**config.mk**
```make
export PLATFORM = sky130hd
export DESIGN_NAME = llrx_path_sel
export DESIGN_NICKNAME = d
export VERILOG_FILES = /design/src/rtl/llrx_pkg.sv /design/src/rtl/llrx_mode_ctl.sv /design/src/rtl/llrx_byte_cnt.sv /design/src/rtl/llrx_path_sel.sv
export SDC_FILE = /design/constraint.sdc
export NUM_CORES = 1
export LEC_CHECK = 0
export ABC_AREA = 1
export BUFFER_PORTS_ARGS = -buffer_cell sky130_fd_sc_hd__clkbuf_2
export CAP_MARGIN = 20
export CORE_ASPECT_RATIO = 1.2
export CORE_MARGIN = 3
export CORE_UTILIZATION = 30
export CTS_BUF_LIST = sky130_fd_sc_hd__clkbuf_4 sky130_fd_sc_hd__clkbuf_8 sky130_fd_sc_hd__clkbuf_16
export DETAILED_ROUTE_END_ITERATION = 16
export SLEW_MARGIN = 30
export SYNTH_ARGS = -nofsm -noshare
export SYNTH_HDL_FRONTEND = slang
export SYNTH_SLANG_ARGS = --single-unit
```
**constraint.sdc**
```tcl
create_clock -name clk -period 1.7 [get_ports clk]
set_input_delay 0 -clock clk [delete_from_list [all_inputs] [get_ports clk]]
set_output_delay 0 -clock clk [all_outputs]
set_load 0.05 [all_outputs]
```
**src/rtl/llrx_pkg.sv**
```systemverilog
package llrx_pkg;

    typedef enum logic {
        PATH_BUFFERED = 1'b0,
        PATH_BYPASS   = 1'b1
    } rx_path_e;

    typedef struct packed {
        logic     active;
        rx_path_e path;
    } mode_state_t;

endpackage

```
**src/rtl/llrx_mode_ctl.sv**
```systemverilog
module llrx_mode_ctl
    import llrx_pkg::*;
#(
    parameter int SIZE_W = 8
) (
    input  logic              clk,
    input  logic              rst_n,
    input  logic              ctl_run,
    input  logic              cfg_lowlat_req,
    input  logic [SIZE_W-1:0] cfg_buf_pages,
    output logic              lowlat_active,
    output rx_path_e          path_sel
);

    mode_state_t st_d, st_q;
    logic        buf_present;

    always_comb begin
        buf_present = (cfg_buf_pages != '0);
        st_d        = st_q;
        // the mode is sampled only while stopped; a running controller keeps it
        if (!ctl_run) begin
            st_d.active = cfg_lowlat_req & buf_present;
            st_d.path   = (cfg_lowlat_req & buf_present) ? PATH_BYPASS : PATH_BUFFERED;
        end
    end

    always_ff @(posedge clk or negedge rst_n) begin
        if (!rst_n) begin
            st_q <= '{active: 1'b0, path: PATH_BUFFERED};
        end else begin
            st_q <= st_d;
        end
    end

    assign lowlat_active = st_q.active;
    assign path_sel      = st_q.path;

endmodule

```
**src/rtl/llrx_byte_cnt.sv**
```systemverilog
module llrx_byte_cnt #(
    parameter int LL_BYTES   = 16,
    parameter int NORM_BYTES = 64
) (
    input  logic clk,
    input  logic rst_n,
    input  logic ctl_run,
    input  logic lowlat,
    input  logic byte_vld,
    input  logic sof,
    input  logic eof,
    output logic dma_req
);

    localparam int MAX_THR = (NORM_BYTES > LL_BYTES) ? NORM_BYTES : LL_BYTES;
    localparam int CNT_W   = $clog2(MAX_THR + 1);
    localparam logic [CNT_W-1:0] LL_THR  = CNT_W'(LL_BYTES);
    localparam logic [CNT_W-1:0] NM_THR  = CNT_W'(NORM_BYTES);
    localparam logic [CNT_W-1:0] SAT_VAL = CNT_W'(MAX_THR);

    typedef struct packed {
        logic [CNT_W-1:0] cnt;
        logic             req;
    } cnt_state_t;

    cnt_state_t       st_d, st_q;
    logic [CNT_W-1:0] thr;
    logic [CNT_W-1:0] base;
    logic [CNT_W-1:0] nxt;

    always_comb begin
        thr  = lowlat ? LL_THR : NM_THR;
        base = sof ? '0 : st_q.cnt;
        // saturate once every threshold is already met
        nxt  = (base >= SAT_VAL) ? base : base + 1'b1;
        st_d = st_q;
        if (!ctl_run) begin
            st_d.cnt = '0;
            st_d.req = 1'b0;
        end else if (byte_vld) begin
            if (eof) begin
                // frame end wins over a threshold reached on the same byte
                st_d.cnt = '0;
                st_d.req = 1'b0;
            end else begin
                st_d.cnt = nxt;
                st_d.req = (nxt >= thr);
            end
        end
    end

    always_ff @(posedge clk or negedge rst_n) begin
        if (!rst_n) begin
            st_q <= '0;
        end else begin
            st_q <= st_d;
        end
    end

    assign dma_req = st_q.req;

endmodule

```
**src/rtl/llrx_path_sel.sv**
```systemverilog
module llrx_path_sel
    import llrx_pkg::*;
#(
    parameter int SIZE_W     = 8,
    parameter int LL_BYTES   = 16,
    parameter int NORM_BYTES = 64
) (
    input  logic              clk,
    input  logic              rst_n,
    input  logic              ctl_run,
    input  logic              cfg_lowlat_req,
    input  logic [SIZE_W-1:0] cfg_buf_pages,
    input  logic              rx_byte_vld,
    input  logic              rx_sof,
    input  logic              rx_eof,
    output logic              path_bypass,
    output logic              lowlat_active,
    output logic              dma_req
);

    rx_path_e path_sel;
    logic     mode_ll;

    llrx_mode_ctl #(.SIZE_W(SIZE_W)) u_mode (
        .clk            (clk),
        .rst_n          (rst_n),
        .ctl_run        (ctl_run),
        .cfg_lowlat_req (cfg_lowlat_req),
        .cfg_buf_pages  (cfg_buf_pages),
        .lowlat_active  (mode_ll),
        .path_sel       (path_sel)
    );

    llrx_byte_cnt #(.LL_BYTES(LL_BYTES), .NORM_BYTES(NORM_BYTES)) u_cnt (
        .clk      (clk),
        .rst_n    (rst_n),
        .ctl_run  (ctl_run),
        .lowlat   (mode_ll),
        .byte_vld (rx_byte_vld),
        .sof      (rx_sof),
        .eof      (rx_eof),
        .dma_req  (dma_req)
    );

    assign lowlat_active = mode_ll;
    assign path_bypass   = (path_sel == PATH_BYPASS);

endmodule

```
[Yosys cells after proc, flatten, opt, wreduce, memory -nomap -nowiden]
Cells that the tools add are included.
Cells by class
  add/subtract/negate cells: 1
  order comparisons: 2
  eq/ne operators: 1
  mux-type cells: 7
  bitwise gates (word level): 1
  reductions and logical operators: 1
Operators by type and width (number)
  $mux 8: 3
  $mux 7: 3
  $reduce_bool 8->1: 1
  $add 7x1->7 const B: 1
  $ge 7x7->1: 1
  $ge 7x7->1 const B: 1
  $ne 2x1->1 const B: 1
  $and 1x1->1: 1
  $mux 1: 1
Storage, ports and cells
  bits in registers: 10
  input bits: 15
  output and inout port bits: 3
  logic and storage cells: 17

[Depth between registers and ports, before layout]
  word-level depth: 7
  mapped depth: 15

[By module]
From an unflattened synthesis, not the netlist that was laid out.
Second synthesis, totals
  cell total of the unflattened synthesis: 86
  area total of the unflattened synthesis: 615.6 µm²
By module, submodules not included
  llrx_byte_cnt: instances 1, cells an instance 73, area each 538.0 µm²
  llrx_mode_ctl: instances 1, cells an instance 13, area each 77.6 µm²

[Least setup slack after synthesis]
OpenSTA, ideal clock, no wires.
  path kind: register -> register
  start: register u_cnt.st_q[7] (netlist bit)
  end: register u_cnt.st_q, in the netlist u_cnt.dma_req
  library setup time: 66 ps
  arrival time: 1533 ps
  data required time: 1634 ps
  setup slack: 101 ps
  cell stages (with the launch flop): 16
  path buffers: 0
  period minus slack after synthesis: 1599 ps
  cells stage by stage: dfrtp_1 > inv_1 > nand3_4 > inv_1 > nand3_1 > o21ai_0 > nand2_1 > ha_1 > nand2_1 > nor2_1 > nand3_1 > nand2_1 > nand2_1 > nand2_1 > nand2_1 > nand2_1
Between the ends
  word-level cells in the longest chain between the ends: 7
  elaborated cells between the ends (all ways): 8
  classes of those cells: 1 x add/sub; 2 x order compare; 5 x mux
RTL lines
  from (decl): line llrx_byte_cnt.sv:26  | cnt_state_t st_d, st_q;
  from (signal assigned): line llrx_byte_cnt.sv:56  | st_q <= st_d;
  $mux 7 *: line llrx_byte_cnt.sv:33  | base = sof ? '0 : st_q.cnt;
  $add 7x1->7 / $ge 7x7->1 (equally long branches): line llrx_byte_cnt.sv:35  | nxt = (base >= SAT_VAL) ? base : base + 1'b1;
  $mux 7 *: line llrx_byte_cnt.sv:35
  $ge 7x7->1 *: line llrx_byte_cnt.sv:47  | st_d.req = (nxt >= thr);
  $mux 8 *: line llrx_byte_cnt.sv:41  | if (eof) begin
  $mux 8 *: line llrx_byte_cnt.sv:40  | end else if (byte_vld) begin
  $mux 8 *: line llrx_byte_cnt.sv:37  | if (!ctl_run) begin
Every way passes the cells marked *; elsewhere a longest branch is shown, timed or not. The select of a mux whose other input is x is not followed.
A chain may end at the register's enable or synchronous reset.

[Worst setup path in the final report]
Ends and elaborated chain as after synthesis.

==> reports/metrics.cfg <==
[outcome]
status = completed

[timing]
setup_viol = 0
finClkSkew_ps = 3.25
slew_headroom_pct = 69.3
rsz0062_at_grt = true
period_share_pct = 95.1
fin_hold_ws_ps = 103
max_freq_mhz = 618
layout_min_cycle_time_ps = 1620
drv_slew = 0
hold_viol = 0
worst_slew_pin_slew_ps = 460

[yosys]
syn-num-nets = 101
synthCells = 84
synthArstFlopShare_pct = 100
synth_most_common_cell = nand2_1
synth_top_cell_by_area = dfrtp_1
yosysSeqAreaShare_pct = 36.7
synth_edf_count = 0
synth.avg_cell_area_sq_um = 7.31
netlist_area_sq_um = 614
synth_top_area_share_pct = 36.7
synth_area_leaders = dfrtp_1, nand2_1, inv_1
synth_cell_types = 19
ys_ff_latch = 9
synth_ff_type = dfrtp_1
yosys_warnings = 0
ys_top_cells_by_count = nand2_1, inv_1, dfrtp_1

[floorplan]
die_area_sq_mm = 0.00263
die_h_um = 55.6
core_sq_mm = 0.00189
initial_core_util_pct = 32.5
io_pins = 18
num_rows = 17
die_x_um = 47.3

[detailed_routing]
firstDrtPassIters = 4
drt-total-wl_um = 1340
ant_nets = 0
drc_errors = 0
wl_met1_um = 571
top_layer = met4
viasPerCell = 4.74
vias = 611
wl_per_cell_um = 10.4
drtIter0Drc = 13
route.met3.wl_um = 73
dr_wl_met2_um = 682

[worst_setup_path]
critPathKind = reg2reg
worstPathRequired_ps = 1850
path_common_cell = nand2_1
worst_path_max_delay_cell = dfrtp_1
path_cells = inv_2, nand3_4, inv_2, nand3_2, o21ai_1, nand2_1, ha_1, nand2_1, nor2_1, nand3_1, nand2_1, nand2_1, nand2_1, nand2_1, nand2_1
critPathLaunchType = register
critPathArrivalTime_ps = 1770
crit_path_max_incr_delay_ps = 370
end_kind = register
crit_fanout = 4

[place]
place_area_sq_um = 731
io_buffers = 17
hpwl_um = 1080
gp_congestion = 0.823
dp_cells = 121

[cells_and_area]
final_cells = 129
nets = 128
drive_gt1_share_pct = 34.5
diodes = 0
final_area_sq_um = 803
fillCellCount = 185
regArea_sq_um = 225
area_growth_pct = 30.8
multi_input_area_sq_um = 332

[min_path]
hp-class = in2reg

[pwr]
powerDensity_mw_per_mm2 = 604
total_power_uw = 485
ir_drop_uv = 355
p_leak_uw = 0.000437

[global_route]
grt_pass1_wl_um = 2300
track_usage_pct = 11.5
antenna_found_initial = 0
grt_pass1_vias = 561
grt_overflow = 0
grt_max_degree = 10

[cts]
clkTransAtPathRegs_ps = 60
ctsHtreeMaxLevel = 1
cts.path.max_buffers = 2
root_buffer = clkbuf_4
cts_sinks = 9
clk_latency_ps = 250
numCtsBuffers = 3
cts_tree = done

[run]
maxCapViolCount = 0

==> logic make-up (layout without fill, tap and decap cells) <==
group	count (synthesis)	in the layout	synth area share [%]
flops	9	9	36.7
fa+ha+maj	2	2	4.07
buf+inv	15	41	10.2
compound gates	10	10	9.57
simple gates	48	48	39.5
==> sequential cells by signal, summed over array words and instances, names as in the netlist <==
register / count
u_cnt.st_q: 7
u_cnt.dma_req: 1
u_mode.lowlat_active: 1
==> metrics by stage <==
stage	TNS, ps	setup WS (ps)	utilization [%]
2_1_floorplan	0	101	-
3_3_place_gp	0	55.3	38.6
3_5_place_dp	0	28.7	38.6
4_1_cts	0	21.5	41.8
5_1_grt	-56.2	-56.2	42.4
6_report	0	83.0	42.4
==> critical path: cells and delay by family, from the launching register on <==
kind	cells	cell delay, ps
DFF	1	370
buffers and inverters	2	150
adders and majority gates	1	290
and+or+nand+nor	11	620
AOI/OAI and AO/OA	1	70
==> report_power, final <==
| part | switching [uW] | internal, uW |
|---|---|---|
| clock | 68.9 | 106 |
| sequential | 5.55 | 219 |
| combinational | 53.7 | 32.3 |
==> layer usage <==
layer | up-vias | global-route usage, %
li1 | 321 | -
met1 | 265 | 17.3
met2 | 21 | 16.5
met3 | 4 | 0.971
met4 | 0 | 4.74
met5 | - | 0
==> cell usage in the layout, fill, tap and decap left out <==
cell type,count
nand3_4,2
nand3_2,1
nand2_1,28
nor2_4,1
o21ai_1,1
a21oi_1,1
inv_2,2
o22ai_1,3
nand3_1,2
nor3_1,1
clkbuf_2,17
nand2_2,4
inv_4,1
nand4_1,1
dfrtp_1,9
dlygate4sd3_1,3
inv_1,11
nor2_1,4
nor4_1,2
a22o_2,1
buf_4,3
clkbuf_4,4
o21ai_0,4
ha_1,2
nor2_2,2
==> path summary, 6_finish.rpt <==
kind | from | to | slack, ps | depth (start not counted)
max in group asynchronous | rst_n | u_cnt.st_q[1] | 1380 | 2
max | u_cnt.st_q[7] | u_cnt.dma_req | 80 | 15
min | rx_byte_vld | u_cnt.dma_req | 100 | 4
min in group asynchronous | rst_n | u_cnt.st_q[5] | 130 | 2
max reg2reg | u_cnt.st_q[7] | u_cnt.dma_req | 80 | 15
min reg2reg | u_cnt.dma_req | u_cnt.dma_req | 490 | 2
==> what timing repair did <==
| action | CTS | global route |
|---|---|---|
| hold buffers | 3 | 0 |
| gates resized for setup | 0 | 4 |
| endpoints found under the setup margin | 0 | 1 |
| hold endpoints to repair | 10 | 0 |
| buffers inserted | 0 | 1 |
==> layout make-up <==
| type | instances | area share [%] |
|---|---|---|
| Clock buffer | 4 | 3.74 |
| Sequential cell | 9 | 28.0 |
| Timing Repair Buffer | 23 | 17.1 |
| Inverter | 14 | 6.85 |
| Multi-Input combinational cell | 60 | 41.3 |
| Tap cell | 19 | 2.96 |
(Power assumes the default switching activity.)
